===== src/rtl/tdl_pkg.sv =====
package tdl_pkg;

    // Source of the programmable tap count
    typedef enum logic [1:0] {
        TAP_FROM_CODE = 2'd0,
        TAP_FORCE_MIN = 2'd1,
        TAP_FORCE_MAX = 2'd2
    } tap_src_e;

endpackage


===== src/rtl/tdl_select_reg.sv =====
module tdl_select_reg #(
    parameter int SEL_W = 10
) (
    input  logic             clk,
    input  logic             rst,
    input  logic             load_en,
    input  logic [SEL_W-1:0] sel_in,
    input  logic             casc_in,
    output logic [SEL_W-1:0] code_o,
    output logic             casc_o
);

    typedef struct packed {
        logic [SEL_W-1:0] code;
        logic             casc;
    } sel_state_t;

    sel_state_t st_d, st_q;

    always_comb begin
        st_d = st_q;
        if (rst) begin
            st_d = '0;
        end else if (!load_en) begin
            st_d.code = sel_in;
            st_d.casc = casc_in;
        end
    end

    always_ff @(posedge clk) begin
        st_q <= st_d;
    end

    assign code_o = st_q.code;
    assign casc_o = st_q.casc;

    AST_LOCK_HOLDS: assert property (@(posedge clk) disable iff (rst)
        load_en |=> ($stable(code_o) && $stable(casc_o)));

    AST_OPEN_LOADS: assert property (@(posedge clk) disable iff (rst)
        !load_en |=> (code_o == $past(sel_in) && casc_o == $past(casc_in)));

endmodule


===== src/rtl/tdl_tap_ctrl.sv =====
module tdl_tap_ctrl #(
    parameter int SEL_W = 10
) (
    input  logic             set_min,
    input  logic             set_max,
    input  logic [SEL_W-1:0] code,
    input  logic             casc_lat,
    output logic [SEL_W:0]   taps,
    output logic             casc_p,
    output logic             casc_n
);
    import tdl_pkg::*;

    localparam int TAP_W = SEL_W + 1;
    localparam logic [TAP_W-1:0] MAX_TAPS = TAP_W'(1) << SEL_W;

    tap_src_e src;

    // Minimum override outranks maximum override, both outrank the code
    always_comb begin
        if (set_min)      src = TAP_FORCE_MIN;
        else if (set_max) src = TAP_FORCE_MAX;
        else              src = TAP_FROM_CODE;
    end

    always_comb begin
        unique case (src)
            TAP_FORCE_MIN: begin
                taps   = '0;
                casc_p = 1'b0;
            end
            TAP_FORCE_MAX: begin
                taps   = MAX_TAPS;
                casc_p = 1'b1;
            end
            default: begin
                taps   = {1'b0, code};
                casc_p = casc_lat;
            end
        endcase
        casc_n = ~casc_p;
    end

endmodule


===== src/rtl/tdl_shift_line.sv =====
module tdl_shift_line #(
    parameter int SEL_W   = 10,
    parameter int FIX_LAT = 2
) (
    input  logic           clk,
    input  logic           rst,
    input  logic           din,
    input  logic [SEL_W:0] taps,
    input  logic           out_dis,
    output logic           dout
);
    localparam int MAX_TAPS = 1 << SEL_W;
    localparam int DEPTH    = MAX_TAPS + FIX_LAT;
    localparam int IDX_W    = $clog2(DEPTH);

    typedef struct packed {
        logic [DEPTH-1:0] hist;
        logic             out;
    } line_state_t;

    line_state_t      ln_d, ln_q;
    logic [IDX_W-1:0] tap_idx;

    // hist[i] holds the sample taken i edges before the most recent one
    assign tap_idx = IDX_W'(FIX_LAT - 1) + IDX_W'(taps);

    always_comb begin
        ln_d = ln_q;
        if (rst) begin
            ln_d = '0;
        end else begin
            ln_d.hist = {ln_q.hist[DEPTH-2:0], din};
            ln_d.out  = out_dis ? 1'b0 : ln_q.hist[tap_idx];
        end
    end

    always_ff @(posedge clk) begin
        ln_q <= ln_d;
    end

    assign dout = ln_q.out;

    AST_DISABLE_LOW: assert property (@(posedge clk) disable iff (rst)
        out_dis |=> !dout);

    AST_HIST_SHIFTS: assert property (@(posedge clk) disable iff (rst)
        1'b1 |=> ln_q.hist[0] == $past(din));

endmodule


===== src/rtl/tap_delay_line.sv =====
module tap_delay_line #(
    parameter int SEL_W   = 10,
    parameter int FIX_LAT = 2
) (
    input  logic             clk,
    input  logic             rst,
    input  logic             din,
    input  logic [SEL_W-1:0] sel,
    input  logic             casc_in,
    input  logic             load_en,
    input  logic             set_min,
    input  logic             set_max,
    input  logic             out_dis,
    output logic             dout,
    output logic             casc_p,
    output logic             casc_n
);

    logic [SEL_W-1:0] code_lat;
    logic             casc_lat;
    logic [SEL_W:0]   taps;

    tdl_select_reg #(.SEL_W(SEL_W)) u_sel (
        .clk     (clk),
        .rst     (rst),
        .load_en (load_en),
        .sel_in  (sel),
        .casc_in (casc_in),
        .code_o  (code_lat),
        .casc_o  (casc_lat)
    );

    tdl_tap_ctrl #(.SEL_W(SEL_W)) u_ctrl (
        .set_min  (set_min),
        .set_max  (set_max),
        .code     (code_lat),
        .casc_lat (casc_lat),
        .taps     (taps),
        .casc_p   (casc_p),
        .casc_n   (casc_n)
    );

    tdl_shift_line #(.SEL_W(SEL_W), .FIX_LAT(FIX_LAT)) u_line (
        .clk     (clk),
        .rst     (rst),
        .din     (din),
        .taps    (taps),
        .out_dis (out_dis),
        .dout    (dout)
    );

    AST_MIN_CASC_LOW: assert property (@(posedge clk) disable iff (rst)
        set_min |-> (!casc_p && casc_n));

    AST_MAX_CASC_HIGH: assert property (@(posedge clk) disable iff (rst)
        (set_max && !set_min) |-> (casc_p && !casc_n));

    AST_CASC_FOLLOWS: assert property (@(posedge clk) disable iff (rst)
        ($past(!load_en) && !set_min && !set_max) |-> (casc_p == $past(casc_in)));

endmodule


===== config.mk =====
export PLATFORM = sky130hd
export DESIGN_NAME = tap_delay_line
export DESIGN_NICKNAME = d
export VERILOG_FILES = /design/src/rtl/tdl_pkg.sv /design/src/rtl/tdl_select_reg.sv /design/src/rtl/tdl_tap_ctrl.sv /design/src/rtl/tdl_shift_line.sv /design/src/rtl/tap_delay_line.sv
export SDC_FILE = /design/constraint.sdc
export NUM_CORES = 2
export LEC_CHECK = 0
export CAP_MARGIN = 20
export CELL_PAD_IN_SITES_DETAIL_PLACEMENT = 1
export CELL_PAD_IN_SITES_GLOBAL_PLACEMENT = 1
export CORE_ASPECT_RATIO = 0.5
export CORE_UTILIZATION = 50
export CTS_CLUSTER_SIZE = 16
export DETAILED_ROUTE_END_ITERATION = 16
export DONT_BUFFER_PORTS = 1
export GPL_ROUTABILITY_DRIVEN = 0
export GPL_TIMING_DRIVEN = 0
export PLACE_DENSITY_LB_ADDON = 0.1
export SLEW_MARGIN = 40
export SYNTH_ARGS = -nofsm -noshare
export SYNTH_HDL_FRONTEND = slang
export SYNTH_SLANG_ARGS = --single-unit

===== constraint.sdc =====
create_clock -name clk -period 5.65 [get_ports clk]
set_clock_uncertainty 0.1 [all_clocks]
set_input_delay 1.13 -clock clk [delete_from_list [all_inputs] [get_ports clk]]
set_output_delay 1.13 -clock clk [all_outputs]
set_load 0.02 [all_outputs]

==> results.py <==
metrics = {
    "clock_network": {
        "cts_tree": "done",
        "ctsHtreeMaxLevel": 3,
        "clkLatencyLatePin_ns": 0.67,
        "path_clk_slew_ns": 0.07,
        "clock_sinks": 1038,
        "numCtsBuffers": 88,
        "root_buffer": "clkbuf_16",
        "clockBufferDepth": 3,
    },
    "routing": {
        "drt-total-wl_um": 102000,
        "drtAntennaViolNets": 0,
        "drt_iter0_drc": 1635,
        "vias": 23200,
        "route.detailed.drc": 0,
        "first_pass_iters": 5,
        "wire_per_inst_um": 24.5,
        "detail_route.vias_per_cell": 5.57,
    },
    "cells_and_area": {
        "multi_input_area_mm2": 0.0152,
        "layout-drive-gt1-share_pct": 16.1,
        "fin_nets": 3146,
        "fillers": 7366,
        "stdcell_count": 4164,
        "ff_latch_area_mm2": 0.0208,
        "area_growth_pct": 11.7,
        "num_antenna_cells": 0,
    },
    "placement": {
        "pre_cts_slack_ns": -0.949,
        "dp_hpwl_um": 68400,
        "io_buffer_count": 0,
        "post-place-cells": 4010,
    },
    "critical_path": {
        "rrSetupSlack_ns": 0.17,
        "ff2ff_path_depth": 18,
        "worstSetupPathType": "input pin to flop",
        "cp-startpoint": "set_min",
        "timing.rr.end": "u_line.dout",
        "cp-end-kind": "flop",
        "cp-endpoint": "u_line.dout",
        "rr_startpoint": "u_sel.code_o[0]",
        "crit_required_ns": 6.09,
        "path_max_fanout": 10,
        "startpoint_type": "input pin",
        "worstPathArrival_ns": 6.00,
    },
    "synth": {
        "synthFlopType": "dfxtp_1",
        "synth.top_cell.area_share_pct": 56.2,
        "synthTopCellsByArea": "dfxtp_1 56%, nor2b_1 17%, mux4_2 15%",
        "synth_area_mm2": 0.0370,
        "synth_edf_count": 0,
        "async_flop_share_pct": 0,
        "yosysTopAreaCell": "dfxtp_1",
        "syn-instance-count": 3034,
        "avgSynthCellArea_um2": 12.2,
        "yosysSeqAreaShare_pct": 56.2,
        "synth_fp_nets": 3053,
        "yosysUniqueCellTypes": 70,
        "synth-seq-cells": 1038,
        "yosys_warnings": 0,
    },
    "sta": {
        "tightest_slew_ns": 0.880,
        "setup_slack_ns": 0.0983,
        "slew_headroom_pct": 41.3,
        "setup_viol": 0,
        "rsz0062_at_grt": "false",
        "setup_tns_ns": 0,
        "period_share_pct": 98.3,
        "min_period_ns": 5.55,
        "max_freq_mhz": 180,
        "timing.hold.ws_ns": 0.358,
        "finalHoldViolations": 0,
        "slew_violations": 0,
    },
    "die": {
        "ios": 21,
        "die_width_um": 387,
        "die_area_mm2": 0.0751,
        "initial_core_util_pct": 50.6,
        "num_rows": 70,
        "fp.dieH_um": 194,
        "core_mm2": 0.0731,
    },
    "global_routing": {
        "grt_pass1_vias": 24200,
        "antenna_found_initial": 8,
        "grt.total_usage_pct": 27.6,
        "grt_max_degree": 16,
        "grt_pass1_wl_um": 154000,
        "grt-ovfl-total": 0,
    },
    "power": {
        "p_per_area_mw_per_mm2": 338,
        "fin_total_pwr_mw": 13.9,
        "p_comb_share_pct": 3.2,
        "p_clk_share_pct": 44.2,
        "power_frac_seq_pct": 52.5,
        "p_switching_mw": 3.11,
        "vdd_drop_max_uv": 215,
        "switching_share_pct": 22.3,
        "p_leak_nw": 15.4,
        "p_int_mw": 10.8,
    },
    "outcome": {
        "status": "complete, no violations",
    },
    "run": {
        "maxCapViolCount": 0,
    },
    "hold_path": {
        "hp-class": "flop to flop",
    },
}
## routing by layer
layer,vias up,GRT usage (%),share of wire (%)
li1,10500,-,-
met1,12000,39.3,47
met2,567,41.7,44
met3,179,6.03,6.0
met4,4,8.93,3.0
met5,-,0,0.033
## registers in the layout (all words and copies together) (netlist names)
| name | cells |
|---|---|
| u_sel.code_o | 10 |
| u_line.ln_q | 1026 |
| u_line.dout | 1 |
| u_sel.casc_o | 1 |
## final cells by class
cell class              instances  share of cell area [%]
clock buffers                 134                    6.49
clock inverters                21                   0.485
multi-input cells            1772                    36.9
repair buffers                  4                  0.0757
flip-flops and latches       1038                    50.3
plain buffers                 216                    2.70
well taps                     972                    2.95
inverters                       7                  0.0727
## cell usage in the layout (no fill, tap or decap), types with 11 or more instances in the layout
cell,instances
a21oi_1,15
a31oi_1,13
a32oi_1,11
and3_1,16
buf_2,31
buf_4,18
buf_6,12
clkbuf_1,136
clkbuf_16,92
clkbuf_2,24
clkbuf_4,15
clkbuf_8,22
clkinv_2,14
dfxtp_1,1038
mux2i_1,53
mux4_2,242
nand2_1,146
nand3_1,51
nand4_1,15
nor2_1,27
nor2b_1,1026
nor3_1,13
## repair_timing
action                                  4_1_cts  5_1_grt
endpoints found under the setup margin        1        1
buffers inserted                              0        0
hold buffers                                  0        0
gates resized for setup                      14       25
pin swaps                                     0        0
## logic make-up (layout without fill, tap and decap cells)
logic type      count (synthesis)  in the layout  share of synthesized area (%)
xor+xnor                        7              7                          0.186
fa+ha+maj                       1              1                         0.0338
simple gates                 1331           1331                           21.2
mux                           318            318                           17.2
compound gates                115            115                           2.29
buf+inv                       224            382                           2.84
flops                        1038           1038                           56.2
## per-stage QoR
step / utilization [%] / area (um^2)
3_3_place_gp: 52.2 / 38200
4_1_cts: 56.4 / 41200
6_report: 56.5 / 41300
5_1_grt: 56.5 / 41300
2_1_floorplan: - / 37000
3_5_place_dp: 52.4 / 38300
## worst min path at each step
stage	from	to	slack (ns)	depth (start not counted)
floorplan	u_line.ln_q[126]	u_line.ln_q[127]	0.33	1
global placement	u_line.ln_q[126]	u_line.ln_q[127]	0.33	1
detailed placement	u_line.ln_q[955]	u_line.ln_q[956]	0.35	1
CTS	u_line.ln_q[411]	u_line.ln_q[412]	0.35	1
global route	u_line.ln_q[102]	u_line.ln_q[103]	0.37	1
finish	u_line.ln_q[957]	u_line.ln_q[958]	0.36	1
## power groups by stage
stage	Clock (mW)	Sequential, mW	Combinational, mW
floorplan	0	7.49	0.263
global placement	0	7.49	0.436
detailed placement	0	7.49	0.445
CTS	6.27	7.32	0.449
global route	6.54	7.32	0.478
finish	6.16	7.32	0.452
## cell usage after synthesis (4+ instances only)
| master | n |
|---|---|
| o211ai_1 | 5 |
| and3_1 | 16 |
| a311oi_1 | 8 |
| buf_4 | 13 |
| nand2_1 | 147 |
| a31oi_1 | 13 |
| clkbuf_1 | 154 |
| nand4_1 | 15 |
| nor4_1 | 4 |
| dfxtp_1 | 1038 |
| mux4_2 | 242 |
| buf_2 | 31 |
| mux2_2 | 10 |
| nor2b_1 | 1026 |
| nand3_1 | 51 |
| o21ai_0 | 8 |
| a2111oi_0 | 6 |
| nor2_1 | 28 |
| o221ai_1 | 5 |
| mux2i_1 | 56 |
| and2_1 | 4 |
| a22oi_1 | 9 |
| nor3_1 | 16 |
| a211oi_1 | 4 |
| buf_6 | 11 |
| xnor2_1 | 4 |
| inv_1 | 7 |
| a32oi_1 | 11 |
| a21oi_1 | 15 |
| buf_1 | 5 |
| mux4_1 | 9 |
| o22ai_1 | 4 |
## worst max-delay path, cell delays in order
cell and delay, ns:
or3b_1 0.11, buf_6 0.16, buf_8 0.18, buf_6 0.23
buf_4 0.36, clkinvlp_4 0.31, ha_1 0.49, buf_2 0.36
clkbuf_4 0.40, buf_4 0.37, mux4_2 0.36, mux2i_1 0.25
a32oi_1 0.11, nand4_1 0.25, o211ai_1 0.17, a211oi_1 0.40
a2111o_1 0.19, o21ai_1 0.11
(Power assumes the default switching activity.)
